## src/rtl/tmr_ctrl_bank.sv

```systemverilog
module tmr_ctrl_bank #(
  parameter int DW = 32,
  parameter int FIRST_PULSE = 4
) (
  input  logic              clk,
  input  logic              rst_n,
  input  logic              bus_sel,
  input  logic              bus_wr,
  input  logic [7:0]        bus_addr,
  input  logic [DW-1:0]     bus_wdata,
  output logic [DW-1:0]     bus_rdata,
  output logic              bus_rvalid,
  input  logic [8*DW-1:0]   cnt_i,
  input  logic [7:0]        evt_i,
  output logic [7:0]        en_o,
  output logic [7:0]        extclk_o,
  output logic [7:0]        ovfie_o,
  output logic [7:0]        pulse_o,
  output logic [7:0]        load_o,
  output logic [DW-1:0]     load_val_o,
  output logic [8*DW-1:0]   reload_o,
  output logic [8*DW-1:0]   match1_o,
  output logic [8*DW-1:0]   match2_o
);
  localparam int NCH = 8;
  localparam int CW  = 4 * NCH;

  logic [DW-1:0] rl_q [NCH];
  logic [DW-1:0] m1_q [NCH];
  logic [DW-1:0] m2_q [NCH];
  logic [CW-1:0] ctrl_q, prev_q, ctrl_d;
  logic          unlock_q;
  logic [NCH-1:0] irq_q;
  logic [DW-1:0] rd_mux;

  wire       wr      = bus_sel & bus_wr;
  wire       rd      = bus_sel & ~bus_wr;
  wire       aligned = bus_addr[1:0] == 2'b00;
  wire [3:0] blk     = bus_addr[7:4];
  wire [1:0] wsel    = bus_addr[3:2];
  wire       chan_hit = aligned && (blk <= 4'd2 || (blk >= 4'd4 && blk <= 4'd8));
  wire       shr_hit  = aligned && blk == 4'd3;
  wire [3:0] chan_w   = (blk <= 4'd2) ? blk : blk - 4'd1;
  wire [2:0] chan     = chan_w[2:0];

  always_comb begin
    ctrl_d = ctrl_q;
    if (wr && shr_hit && wsel == 2'd0)
      ctrl_d = bus_wdata[CW-1:0];
    else if (wr && shr_hit && wsel == 2'd3 && unlock_q)
      ctrl_d = ctrl_q & ~bus_wdata[CW-1:0];
  end

  always_comb begin
    rd_mux = '0;
    if (chan_hit) begin
      case (wsel)
        2'd0: rd_mux = cnt_i[int'(chan)*DW +: DW];
        2'd1: rd_mux = rl_q[chan];
        2'd2: rd_mux = m1_q[chan];
        default: rd_mux = m2_q[chan];
      endcase
    end else if (shr_hit) begin
      case (wsel)
        2'd0: rd_mux[CW-1:0]  = ctrl_q;
        2'd1: rd_mux[NCH-1:0] = irq_q;
        2'd2: rd_mux[0]       = unlock_q;
        default: rd_mux = '0;
      endcase
    end
  end

  always_ff @(posedge clk) begin
    if (!rst_n) begin
      ctrl_q     <= '0;
      prev_q     <= '0;
      unlock_q   <= 1'b0;
      irq_q      <= '0;
      load_o     <= '0;
      load_val_o <= '0;
      bus_rdata  <= '0;
      bus_rvalid <= 1'b0;
      for (int i = 0; i < NCH; i++) begin
        rl_q[i] <= '0;
        m1_q[i] <= '0;
        m2_q[i] <= '0;
      end
    end else begin
      ctrl_q     <= ctrl_d;
      prev_q     <= ctrl_q;
      bus_rvalid <= rd;
      bus_rdata  <= rd ? rd_mux : '0;
      load_o     <= '0;
      irq_q      <= (irq_q & ~((wr && shr_hit && wsel == 2'd1) ? bus_wdata[NCH-1:0] : '0)) | evt_i;
      if (wr && shr_hit && wsel == 2'd2) begin
        if (bus_wdata[8:1] == 8'hAE)      unlock_q <= 1'b1;
        else if (bus_wdata[8:1] == 8'hEA) unlock_q <= 1'b0;
      end
      if (wr && chan_hit) begin
        case (wsel)
          2'd0: begin
            load_o[chan] <= 1'b1;
            load_val_o   <= bus_wdata;
          end
          2'd1: rl_q[chan] <= bus_wdata;
          2'd2: m1_q[chan] <= bus_wdata;
          default: m2_q[chan] <= bus_wdata;
        endcase
      end
    end
  end

  for (genvar i = 0; i < NCH; i++) begin : g_ch
    wire       stopping = prev_q[4*i] & ~ctrl_q[4*i];
    wire [3:0] cfg      = stopping ? prev_q[4*i +: 4] : ctrl_q[4*i +: 4];
    assign en_o[i]     = ctrl_q[4*i] & prev_q[4*i];
    assign extclk_o[i] = cfg[1];
    assign ovfie_o[i]  = cfg[2];
    if (i >= FIRST_PULSE) begin : g_pl
      assign pulse_o[i] = cfg[3];
    end else begin : g_np
      assign pulse_o[i] = 1'b0;
    end
    assign reload_o[i*DW +: DW] = rl_q[i];
    assign match1_o[i*DW +: DW] = m1_q[i];
    assign match2_o[i*DW +: DW] = m2_q[i];
  end
endmodule

```

## config.mk

```make
export PLATFORM = sky130hd
export DESIGN_NAME = tmr_ctrl_bank
export DESIGN_NICKNAME = d
export VERILOG_FILES = /design/src/rtl/tmr_ctrl_bank.sv
export SDC_FILE = /design/constraint.sdc
export NUM_CORES = 2
export LEC_CHECK = 0
export ABC_AREA = 1
export ABC_CLOCK_PERIOD_IN_PS = 3200
export BUFFER_PORTS_ARGS = -buffer_cell sky130_fd_sc_hd__buf_2
export CAP_MARGIN = 20
export CELL_PAD_IN_SITES_DETAIL_PLACEMENT = 0
export CELL_PAD_IN_SITES_GLOBAL_PLACEMENT = 1
export CORE_AREA = 2 2 466 468
export CTS_CLUSTER_DIAMETER = 200
export DETAILED_ROUTE_END_ITERATION = 12
export DIE_AREA = 0 0 468 470
export GPL_TIMING_DRIVEN = 0
export PLACE_DENSITY_LB_ADDON = 0.1
export SYNTH_ARGS = -nofsm -noshare
export SYNTH_HDL_FRONTEND = slang
export SYNTH_SLANG_ARGS = --single-unit
```

## constraint.sdc

```tcl
create_clock -name clk -period 3.2 [get_ports clk]
set_clock_uncertainty 0.2 [all_clocks]
set_input_delay 0.64 -clock clk [delete_from_list [all_inputs] [get_ports clk]]
set_output_delay 0.64 -clock clk [all_outputs]
set_load 0.02 [all_outputs]
```

Word level (Yosys, flattened, before mapping):

Memories as Yosys holds them, arrays and structs flattened.
Cells that the tools add are included.

* bits in registers: 146
* bits in latches: 0
* bits in writable memories: 768
* bits in read-only memories: 0
* bits of input ports: 308
* word-level logic and storage cells: 124
* memories kept: 3

* add/subtract/negate cells: 1
* multipliers: 0
* div/mod/pow operators: 0
* order comparisons: 5
* eq/ne operators: 6
* shifts and indexed selects: 1
* muxes and demuxes: 44
* bitwise gates (word level): 32
* reduce and logical (&&, ||, !) cells: 24

Memory list
* m1_q: depth 8, bits a word 32, rd ports 9, clocked after Yosys merged registers in 0, wr ports 8, line 29 `logic [DW-1:0] m1_q [NCH];`
* m2_q: depth 8, bits a word 32, rd ports 9, clocked after Yosys merged registers in 0, wr ports 8, line 30 `logic [DW-1:0] m2_q [NCH];`
* rl_q: depth 8, bits a word 32, rd ports 9, clocked after Yosys merged registers in 0, wr ports 8, line 28 `logic [DW-1:0] rl_q [NCH];`

Operators with widths (number)
* $shiftx 256x9->32: 1
* $mux 32: 7
* $pmux 32 s3: 1
* $reduce_or 32->1: 3
* $and 32x32->32: 1
* $not 32->32: 1
* $mux 24: 1
* $mux 3: 8
* $mux 1: 19
* $and 1x1->1: 18
* $eq 8x8->1 const B: 2
* $mux 4: 4
* $pmux 7 s2: 1
* $logic_and 1x1->1: 11
* $not 1->1: 9
* $and 8x8->8: 1
* $mux 8: 1
* $not 8->8: 1
* $or 8x8->8: 1
* $reduce_and 2->1: 3
* $eq 2x2->1 const B: 2
* $eq 4x2->1 const B: 1
* $ge 4x3->1 const B: 1
* $le 4x2->1 const B: 1
* 12 further kinds: 14

Depth between registers and ports, before layout:

* depth in word-level cells: 10
* gate-level depth with buffers: 17
* mapped depth without buffers: 15

Worst setup path before layout:

No wires, ideal clock.

* kind: input port to flip-flop
* from: input port bus_addr[4]
* to: memory m2_q[0][0] (enable)
* setup time: 389 ps
* data arrival time: 2778 ps
* required time: 2611 ps
* path slack: -167 ps
* stages on the path: 15
* buffers on the path: 1
* path through: inv_1 ha_1 nand2_1 nand2_1 nand2_1 nor2_4 inv_2 nor2_1 inv_2 nor2_2 inv_2 nor2_4 nand2_1 buf_2 nand2_1

RTL lines
* start, declared: line 9 `input logic [7:0] bus_addr,`
* end, declared: line 30

Worst setup path in the final report:

* from: input port bus_addr[3]
* to: register load_o[5]

* longest elaborated chain between the ends: 2

RTL lines
* $logic_not 2->1: line 100 `case (wsel)`
* $reduce_and 3->1 (no source line)
* end signal, assigned: line 79 `load_o <= '0;`
* end signal, assigned: line 93 `load_o <= '0;`
* end signal, assigned by index: line 102 `load_o[chan] <= 1'b1;`
* end, declared: line 19 `output logic [7:0] load_o,`

No other way between the ends.
A chain may end at the register's enable or synchronous reset.

==> impl_metrics.json <==
{
  "clockRootBuffer": "clkbuf_16",
  "switching_share": 0.343,
  "drt_pass1_iterations": 8,
  "critPathRequiredTime_ns": 3.64,
  "routedWlPerCell_um": 37.6,
  "regArea_mm2": 0.0259,
  "worst-setup-path-type": "in2reg",
  "area_growth_pct": 36.3,
  "syn_inst": 5231,
  "design.die.area_mm2": 0.220,
  "hpwl_um": 287000,
  "seq_area_frac_synth": 0.588,
  "place_inst": 9298,
  "grt_max_degree": 33,
  "fillers": 23900,
  "clk_latency_ns": 0.80,
  "timing.fmax_ghz": 0.306,
  "layout.cells.non_filler": 9600,
  "violations": "negative setup slack",
  "postLayoutCellArea_mm2": 0.0601,
  "fin_crit_sh": 1.02,
  "grt_setup_unrepaired": "yes",
  "ioPinCount": 1181,
  "fin_ws_ns": -0.0637,
  "syn_area_mm2": 0.0441,
  "p_comb_frac": 0.199,
  "path_max_fanout": 10,
  "ys_top_cells_by_area": "edfxtp_1, nand2_1, nor2_1, dfxtp_1, inv_1",
  "cts.clk_slew.worst_paths_ns": 0.06,
  "die_x_um": 468,
  "grt_overflow": 0,
  "rows": 171,
  "p_int_w": 0.0224,
  "crit_path_top_delay_cell": "nand2_1",
  "cp-start-kind": "primary input",
  "htreeDepth": 3,
  "start_util": 0.204,
  "grt_pass1_vias": 43600,
  "status": "finished, violations left",
  "drv_slew": 0,
  "final-hold-violation-count": 0,
  "syn_area_per_cell_um2": 8.42,
  "final_core_util": 0.278,
  "multi_input_area_mm2": 0.0159,
  "critPathCaptureType": "register",
  "cap_viol_max_count": 0,
  "leakagePower_nw": 27.1,
  "crit_top_cell": "nor2_2",
  "fp.dieH_um": 470,
  "fin_crit_ns": 3.26,
  "max_stage_delay_ns": 0.80,
  "drtIter0Drc": 4059,
  "path_buf_inv": 3,
  "numClockSinks": 910,
  "synth_top_area_cell": "edfxtp_1",
  "ys_ff_latch": 910,
  "synth.distinct_cells": 30,
  "place_area_mm2": 0.0542,
  "cts_tree": "done",
  "setup_viol": 7,
  "seqPwrFrac": 0.408,
  "cts_inserted_buffers": 117,
  "cp_cell_sequence": "buf_2, nor2_2, buf_16, clkbuf_1, nand2_1, nor2_2",
  "worst-slew-pin-transition_ns": 1.27,
  "vias_per_cell": 4.69,
  "critPathTopFamily": "simple AND/OR/NAND/NOR gates",
  "worst_hold_path_type": "in2reg",
  "core-area_mm2": 0.216,
  "final_layout_size_suffix_gt1_frac": 0.267,
  "gp_congestion": 0.915,
  "p_sw_w": 0.0117,
  "grt_pass1_wl_um": 449000,
  "worstPathArrival_ns": 3.70,
  "nets": 6937,
  "drtAntennaViolNets": 0,
  "finalWirelength_um": 361000,
  "clock_power_share": 0.394,
  "route.detailed.drc": 0,
  "portBuffers": 1175,
  "maxSlewHeadroom": 0.152,
  "power_density_mw_per_mm2": 567,
  "num_vias": 45000,
  "synth_top_area_frac": 0.524,
  "cts_buffer_depth": 3,
  "irDropWorstVdd_mv": 0.408,
  "grt_use_total": 0.314,
  "design_power_total_w": 0.0340,
  "yosysWarnings": 0,
  "antenna_found_initial": 44
}
[layout make-up]
cell class | instances | area share
antenna | 18 | 0.000750
inverter | 408 | 0.0256
clock inverter | 68 | 0.00900
buffer | 386 | 0.0393
clock buffer | 152 | 0.0525
multi-input combinational | 3542 | 0.265
tap | 2854 | 0.0595
timing repair buffer | 1262 | 0.117
sequential | 910 | 0.431
[flip-flops by register name, summed over array words and instances (netlist names)]
signal      cells
bus_rdata      32
rl_q          256
unlock_q        1
ctrl_q         32
prev_q         28
m1_q          256
load_o          8
irq_q           8
bus_rvalid      1
load_val_o     32
m2_q          256
[placed cells by master (no fill, tap or decap), types with 7 or more instances in the layout]
cell type and n:
clkbuf_1 160, dfxtp_1 142, nand4_1 77, inv_2 9, edfxtp_1 768, clkbuf_16 121
nand2_4 9, o21ai_0 214, buf_8 28, buf_6 30, clkbuf_2 26, nand3b_1 90
clkinv_2 26, dlygate4sd3_1 42, buf_1 7, nand2_2 39, nor2_1 971, nand2_1 1640
bufinv_16 7, mux2_2 19, clkinv_1 58, buf_12 12, buf_2 1260, inv_1 364
clkbuf_4 25, buf_4 73, nand3_1 223, o21ai_1 19, nand2_8 36, a21oi_1 136
o21ai_4 14, buf_16 7, nor2_2 12, nand3_2 7, diode_2 18, nor2_4 10
[worst reg2reg max path, cell delays in order, from the launching register on]
cell,delay (ns)
edfxtp_1,0.46
inv_1,0.09
nand2_1,0.05
o21ai_0,0.09
nand2_1,0.09
nand2_1,0.15
nand2_1,0.14
nand3_2,0.20
nand2_1,0.14
o21ai_4,0.43
a21oi_1,0.15
[routing by layer]
metal  vias to the layer above  global-route usage  wire, um
li1                      19700                   -         -
met1                     22800               0.391    148000
met2                      2101               0.527    170000
met3                       462              0.0546     23300
met4                         4               0.142     19200
met5                         -                   0        33
[kinds of logic (layout without fill, tap and decap cells)]
family,Yosys count,in the layout,share of synthesized area
and+or+nand+nor,3109,3122,0.285
DFF,910,910,0.588
buffers and inverters,795,2276,0.0754
AOI/OAI and AO/OA,395,395,0.0455
muxes,19,19,0.00486
adders and majority gates,2,2,0.000568
other,1,22,0.0000851
[power by group through the flow]
| stage | Combinational (W) | Sequential [W] | Clock, W |
|---|---|---|---|
| after floorplan | 0.00200 | 0.0145 | 0 |
| after global placement | 0.00630 | 0.0141 | 0 |
| after detailed placement | 0.00638 | 0.0141 | 0 |
| after CTS | 0.00666 | 0.0139 | 0.0136 |
| after global routing | 0.00699 | 0.0139 | 0.0139 |
| final | 0.00676 | 0.0139 | 0.0134 |
[worst paths after layout]
kind | cells past startpoint | endpoint | startpoint | slack (ns)
min | 6 | bus_rdata[5]$_SDFF_PN0_ | bus_addr[1] | 0.21
max reg2reg | 10 | bus_rdata[6]$_SDFF_PN0_ | m1_q[5][6]$_SDFFCE_PN0P_ | 0.86
max | 6 | load_o[5]$_SDFF_PN0_ | bus_addr[3] | -0.06
min reg2reg | 2 | prev_q[5]$_SDFF_PN0_ | ctrl_q[5]$_SDFFE_PN0P_ | 0.24
[per-stage QoR]
stage | hold slack [ns] | setup TNS [ns] | setup slack [ns]
final | 0.214 | -0.186 | -0.0637
after global routing | 0.259 | -0.759 | -0.0529
after CTS | 0.148 | -3.19 | -0.0837
after detailed placement | 0.236 | -2575.08 | -2.61
after global placement | 0.239 | -2697.46 | -2.81
after floorplan | 0.217 | 0 | 0.126
[cells in the mapped netlist (all sizes together)]
| master | count |
|---|---|
| a32oi | 6 |
| mux2 | 19 |
| inv | 375 |
| nor2 | 994 |
| nand3b | 90 |
| clkinv | 33 |
| nand3 | 232 |
| o21ai | 249 |
| buf | 206 |
| clkbuf | 181 |
| edfxtp | 768 |
| nor3 | 5 |
| dfxtp | 142 |
| a21oi | 138 |
| a2111oi | 1 |
| nand2 | 1711 |
| nand4 | 77 |
| ha | 2 |
| conb | 1 |
| o211ai | 1 |
[timing repair]
action | in CTS | in global routing
hold buffers | 42 | 0
hold endpoints to repair | 42 | 0
endpoints found under the setup margin | 1514 | 609
setup buffers | 1 | 8
pin swaps | 13 | 26
cloned | 4 | 10
gates resized for setup | 318 | 98
Note: power is estimated with default switching activity, not from simulation.
